## config.mk

```make
export PLATFORM = sky130hd
export DESIGN_NAME = cfg_index_regs
export DESIGN_NICKNAME = d
export VERILOG_FILES = /design/src/rtl/cfg_index_pkg.sv /design/src/rtl/cfg_index_ctrl.sv /design/src/rtl/cfg_index_bank.sv /design/src/rtl/cfg_index_regs.sv
export SDC_FILE = /design/constraint.sdc
export NUM_CORES = 1
export LEC_CHECK = 0
export ABC_AREA = 1
export BUFFER_PORTS_ARGS = -buffer_cell sky130_fd_sc_hd__clkbuf_2
export CAP_MARGIN = 40
export CORE_AREA = 2 2 169 171
export CTS_BUF_LIST = sky130_fd_sc_hd__clkbuf_16
export CTS_CLUSTER_DIAMETER = 50
export DETAILED_ROUTE_END_ITERATION = 16
export DIE_AREA = 0 0 171 173
export MAX_ROUTING_LAYER = met4
export PLACE_DENSITY = 0.68
export SYNTH_ARGS = -nofsm -noshare
export SYNTH_HDL_FRONTEND = slang
export SYNTH_HIERARCHICAL = 1
export SYNTH_SLANG_ARGS = --single-unit
```

## constraint.sdc

```tcl
create_clock -name clk -period 4.9 [get_ports clk]
set_input_delay 0.49 -clock clk [delete_from_list [all_inputs] [get_ports clk]]
set_output_delay 0.49 -clock clk [all_outputs]
set_load 0.02 [all_outputs]
```

## src/rtl/cfg_index_pkg.sv

```systemverilog
package cfg_index_pkg;

  localparam int REG_COUNT = 39;
  localparam logic [7:0] IDX_BASE = 8'h50;
  localparam logic [7:0] IDX_LAST = IDX_BASE + 8'(REG_COUNT - 1);
  localparam int OFF_W = $clog2(REG_COUNT);
  localparam int MEM_W = 10;

  // Strobes from the control to the datapath
  typedef struct packed {
    logic             wrEn;
    logic [OFF_W-1:0] off;
    logic [7:0]       wdata;
  } bank_stb_t;

  function automatic logic [7:0] memCode(input logic [MEM_W-1:0] mb);
    int unsigned m;
    m = 32'(mb);
    if (m <= 1)       return 8'h00;
    else if (m <= 3)  return 8'h01;
    else if (m == 4)  return 8'h02;
    else if (m == 5)  return 8'h20;
    else if (m <= 7)  return 8'h09;
    else if (m <= 9)  return 8'h04;
    else if (m <= 11) return 8'h05;
    else if (m <= 15) return 8'h0B;
    else if (m == 16) return 8'h13;
    else if (m == 17) return 8'h21;
    else if (m <= 19) return 8'h06;
    else if (m <= 23) return 8'h0D;
    else if (m <= 31) return 8'h0E;
    else if (m <= 35) return 8'h1B;
    else if (m <= 39) return 8'h0F;
    else if (m <= 47) return 8'h17;
    else if (m <= 63) return 8'h1E;
    else if (m >= 65 && m <= 67) return 8'h22;
    else              return 8'h24;
  endfunction

  function automatic logic [7:0] resetByte(input int off, input logic [7:0] code);
    case (off)
      9:       return 8'h40 | code;
      17:      return 8'h09;
      18:      return 8'hFF;
      35:      return 8'hF0;
      38:      return 8'h01;
      default: return 8'h00;
    endcase
  endfunction

endpackage

```

## src/rtl/cfg_index_ctrl.sv

```systemverilog
module cfg_index_ctrl
  import cfg_index_pkg::*;
(
  input  logic       clk,
  input  logic       rst,
  input  logic       busAddr,
  input  logic       busWr,
  input  logic       busRd,
  input  logic [7:0] busWdata,
  input  logic [7:0] rdByte,
  output bank_stb_t  stb,
  output logic [7:0] busRdata,
  output logic [7:0] curIdx
);

  logic [7:0] idxQ;
  logic [7:0] relIdx;
  logic       idxValid;
  logic       wrInWin;
  logic       idxWr;
  logic       dataHit;

  assign relIdx   = idxQ - IDX_BASE;
  assign idxValid = (idxQ >= IDX_BASE) && (idxQ <= IDX_LAST);
  assign wrInWin  = (busWdata >= IDX_BASE) && (busWdata <= IDX_LAST);
  assign idxWr    = busWr && !busAddr;
  assign dataHit  = busAddr && (busWr || busRd) && idxValid;

  always_ff @(posedge clk) begin
    if (rst) begin
      idxQ <= 8'h00;
    end else if (idxWr) begin
      if (wrInWin) idxQ <= busWdata;
    end else if (dataHit) begin
      idxQ <= 8'h00;
    end
  end

  always_comb begin
    stb.wrEn  = busWr && busAddr && idxValid;
    stb.off   = relIdx[OFF_W-1:0];
    stb.wdata = busWdata;
  end

  always_comb begin
    if (!busAddr)      busRdata = idxQ;
    else if (idxValid) busRdata = rdByte;
    else               busRdata = 8'hFF;
  end

  assign curIdx = idxQ;

endmodule

```

## src/rtl/cfg_index_bank.sv

```systemverilog
module cfg_index_bank
  import cfg_index_pkg::*;
#(
  parameter int WP_OFF  = 2,
  parameter int CTL_OFF = 35,
  parameter int CH_N    = 3,
  parameter int CH_BIT [CH_N] = '{6, 5, 4}
) (
  input  logic             clk,
  input  logic             rst,
  input  logic [MEM_W-1:0] memSizeMb,
  input  bank_stb_t        stb,
  output logic [7:0]       rdByte,
  output logic [CH_N-1:0]  enLvl,
  output logic [CH_N-1:0]  enChg
);

  logic [REG_COUNT-1:0][7:0] bank;
  logic [7:0] sizeCode;
  logic       ctlWr;

  assign sizeCode = memCode(memSizeMb);
  assign ctlWr    = stb.wrEn && (stb.off == OFF_W'(CTL_OFF));

  always_ff @(posedge clk) begin
    for (int i = 0; i < REG_COUNT; i++) begin
      if (rst) begin
        bank[i] <= resetByte(i, sizeCode);
      end else if (stb.wrEn && (stb.off == OFF_W'(i)) && (i != WP_OFF)) begin
        bank[i] <= stb.wdata;
      end
    end
  end

  assign rdByte = bank[stb.off];

  for (genvar k = 0; k < CH_N; k++) begin : g_chan
    assign enLvl[k] = bank[CTL_OFF][CH_BIT[k]];
    always_ff @(posedge clk) begin
      if (rst) enChg[k] <= 1'b0;
      else     enChg[k] <= ctlWr && (stb.wdata[CH_BIT[k]] != bank[CTL_OFF][CH_BIT[k]]);
    end
  end

endmodule

```

## src/rtl/cfg_index_regs.sv

```systemverilog
module cfg_index_regs
  import cfg_index_pkg::*;
(
  input  logic             clk,
  input  logic             rst,
  input  logic             busAddr,
  input  logic             busWr,
  input  logic             busRd,
  input  logic [7:0]       busWdata,
  output logic [7:0]       busRdata,
  input  logic [MEM_W-1:0] memSizeMb,
  output logic             ideEn,
  output logic             ideChg,
  output logic             serEn,
  output logic             serChg,
  output logic             parEn,
  output logic             parChg
);

  bank_stb_t  stb;
  logic [7:0] rdByte;
  logic [7:0] curIdx;
  logic [2:0] enLvl;
  logic [2:0] enChg;

  cfg_index_ctrl u_ctrl (
    .clk      (clk),
    .rst      (rst),
    .busAddr  (busAddr),
    .busWr    (busWr),
    .busRd    (busRd),
    .busWdata (busWdata),
    .rdByte   (rdByte),
    .stb      (stb),
    .busRdata (busRdata),
    .curIdx   (curIdx)
  );

  cfg_index_bank #(
    .WP_OFF  (2),
    .CTL_OFF (35),
    .CH_N    (3),
    .CH_BIT  ('{6, 5, 4})
  ) u_bank (
    .clk       (clk),
    .rst       (rst),
    .memSizeMb (memSizeMb),
    .stb       (stb),
    .rdByte    (rdByte),
    .enLvl     (enLvl),
    .enChg     (enChg)
  );

  assign ideEn  = enLvl[0];
  assign serEn  = enLvl[1];
  assign parEn  = enLvl[2];
  assign ideChg = enChg[0];
  assign serChg = enChg[1];
  assign parChg = enChg[2];

endmodule

```

==> impl_metrics.py <==
metrics = {
    "clocking": {
        "post_cts_buffers": 0,
        "cts_root_buf": "clkbuf_16",
        "cts_tree": "done",
        "insertion_delay_ns": 0.51,
        "htree_levels": 2,
        "cts_made_buffers": 37,
        "hold_buffers": 0,
        "clkSinkCount": 315,
        "clkTransAtPathRegs_ns": 0.06,
        "post_cts_resized": 0,
        "cts.path.max_buffers": 3,
    },
    "finish": {
        "final_nets": 2010,
        "layout-drive-gt1-share": 0.0786,
        "fillCellCount": 2682,
        "final_common_cell": "nor2_1",
        "area_growth_pct": 8.98,
        "layout_common_cells": "494 x nor2_1, 340 x nand2_1, 308 x dfxtp_1, 284 x o21ai_0, 98 x inv_1",
        "final_core_util": 0.565,
        "antenna_cells": 0,
    },
    "synth": {
        "synth.avg_cell_area_um2": 7.02,
        "synthDistinctLibCells": 37,
        "synth_top_area_frac": 0.431,
        "yosys_register_bits": 315,
        "synth.top_cells.by_area": "dfxtp_1 43%, nor2_1 13%, o21ai_0 9.9%, nand2_1 8.9%, a22oi_1 4.7%",
        "synth_fp_nets": 2066,
        "yosys.area.top_type": "dfxtp_1",
        "yosys_warnings": 6,
        "synthesis.instances": 2040,
        "netlist_area_um2": 14300,
        "synth-seq-area-share": 0.445,
    },
    "die": {
        "rows": 61,
        "initial_utilization": 0.518,
        "core_um2": 27600,
        "ioPinCount": 37,
        "fp.dieH_um": 173,
        "dieWidth_um": 171,
        "dieArea_um2": 29600,
    },
    "setup_path": {
        "worst_setup_path_start_kind": "flop",
        "crit_family": "buffers and inverters",
        "critPathCaptureType": "output port",
        "cp_slowest_stage_delay_ns": 0.58,
        "cp_num_buf_inv": 4,
        "crit_type": "flop to output port",
        "cp_cell_sequence": "nand2_2 > inv_2 > buf_4 > a22oi_1 > nand2_1 > nand2_1 > nand2_1 > o21ai_0 > nand3_1 > o22ai_1 > inv_1 > clkbuf_2",
        "r2r-start": "u_ctrl/curIdx[4]",
        "crit_top_cell": "nand2_1",
        "slowest_stage": "dfxtp_1",
        "cp.arrival_ns": 3.32,
        "worstSetupStartpoint": "u_ctrl/curIdx[0]",
        "path_max_fanout": 33,
        "worst_ep_required_time_ns": 4.41,
    },
    "worst_hold_path": {
        "hold_path.startpoint": "busWdata[6]",
        "worstHoldPathType": "primary input to flop",
    },
    "global_routing": {
        "track_usage": 0.287,
        "grt_pass1_wl_um": 66900,
        "grt_max_degree": 149,
        "grt_pass1_vias": 12400,
        "antenna_found_initial": 0,
        "grt-ovfl-total": 0,
    },
    "timing": {
        "finalClockSkew_ns": 0.00932,
        "grt_setup_unrepaired": "no",
        "report.final.slew_viol_count": 0,
        "hold_viol": 0,
        "setup_viol": 0,
        "fin_crit_ns": 3.81,
        "fmax_mhz": 263,
        "worst_pin_slew_ns": 0.899,
        "timing.final.crit_share": 0.777,
        "tns_ns": 0,
        "relSlewSlack": 0.399,
        "final.setup.worst_slack_ns": 1.09,
    },
    "placement": {
        "io_buffers": 36,
        "place_hpwl_um": 25700,
        "pre_cts_slack_ns": 1.64,
        "gp_congestion": 0.942,
    },
    "power_and_ir_drop": {
        "power_frac_clock": 0.488,
        "sequentialPowerShare": 0.469,
        "pwr_density_cell_nw_per_um2": 353,
        "leakage_nw": 6.87,
        "p_sw_mw": 1.26,
        "peakVddDrop_mv": 0.230,
        "sw_frac_of_total": 0.228,
        "p_comb_frac": 0.043,
        "p_int_mw": 4.25,
    },
    "run": {
        "cap_violations": 0,
    },
    "route": {
        "drtIter0Drc": 1507,
        "drt_wl_total_um": 41600,
        "via_per_inst": 5.62,
        "via_count": 13400,
        "wl_per_cell_um": 17.4,
        "postRouteAntennaNets": 0,
        "drc": 0,
        "dr.pass1.iters": 5,
    },
    "status": {
        "status": "finished clean",
    },
}
routing by layer:
metal | vias up | track usage | wire length, um
met5 | - | - | 0
met1 | 6266 | 0.399 | 19300
met4 | 0 | 0.0706 | 769
met3 | 67 | 0.0410 | 3030
met2 | 544 | 0.438 | 18500
li1 | 6549 | - | -
registers in the layout, summed over array words and instances, names as in the netlist:
signal	cells
u_bank/bank	301
u_bank/enChg	3
u_bank/enLvl	3
u_ctrl/curIdx	8
worst register-to-register path: stages, from the launching register on:
cell and delay (ns):
dfxtp_1 0.42, inv_1 0.15, ha_1 0.22, a21oi_1 0.19, nand2_1 0.26, nor2_1 0.38, nand2_2 0.35, nor2_1 0.74
inv_1 0.28, nor2_1 0.17, nor2_1 0.06
power groups by stage:
stage               Combinational, mW  Clock (mW)  Sequential [mW]
floorplan                       0.155           0             2.63
global placement                0.229           0             2.64
detailed placement              0.233           0             2.64
CTS                             0.233        2.72             2.58
global route                    0.253        2.83             2.58
finish                          0.238        2.69             2.58
stage by stage:
stage / hold slack (ns) / total power, mW / cell area (um2) / std cells
final: 0.318 / 5.51 / 15600 / 2388
after global routing: 0.315 / 5.66 / 15600 / 2388
after CTS: 0.302 / 5.54 / 15600 / 2388
after detailed placement: 0.449 / 2.87 / 14400 / 2323
after global placement: 0.443 / 2.87 / 14400 / 2321
after floorplan: 0.429 / 2.79 / 14300 / 2040
cells by family after synthesis:
| group | share of synthesized area |
|---|---|
| fa+ha+maj | 0.00262 |
| simple gates | 0.269 |
| buf+inv | 0.0856 |
| flops | 0.445 |
| xor+xnor | 0.00184 |
| compound gates | 0.196 |
path summary, 6_finish.rpt:
kind | end | slack, ns | cells after the start
worst max-delay path | busRdata[4] | 1.09 | 12
worst min-delay path | u_bank/enChg[0] | 0.32 | 3
worst max register to register | u_bank/bank[57] | 1.57 | 10
worst min register to register | u_bank/bank[136] | 0.46 | 2
Yosys cell counts (all sizes together):
| master | count |
|---|---|
| nor2 | 518 |
| nand2 | 346 |
| dfxtp | 308 |
| o21ai | 307 |
| inv | 107 |
| buf | 92 |
| a22oi | 90 |
| a21oi | 88 |
| clkbuf | 63 |
| nand3 | 54 |
| nand4 | 24 |
| o22ai | 8 |
| edfxtp | 7 |
| o211ai | 5 |
| a21boi | 4 |
| ha | 3 |
| nor3 | 3 |
| xnor2 | 3 |
| nand3b | 2 |
| or2 | 2 |
| a211oi | 1 |
| a21o | 1 |
| a22o | 1 |
| a311oi | 1 |
| and2 | 1 |
| clkinv | 1 |
area by class of cell:
class	instances	area (um2)	area share
clock buffer	40	1000	0.0641
multi-input combinational	1462	6720	0.431
sequential	315	6380	0.409
inverter	108	412	0.0264
clock inverter	25	196	0.0126
timing repair buffer	60	425	0.0273
tap	378	473	0.0303
No activity file was read; power rests on OpenSTA's default activity.
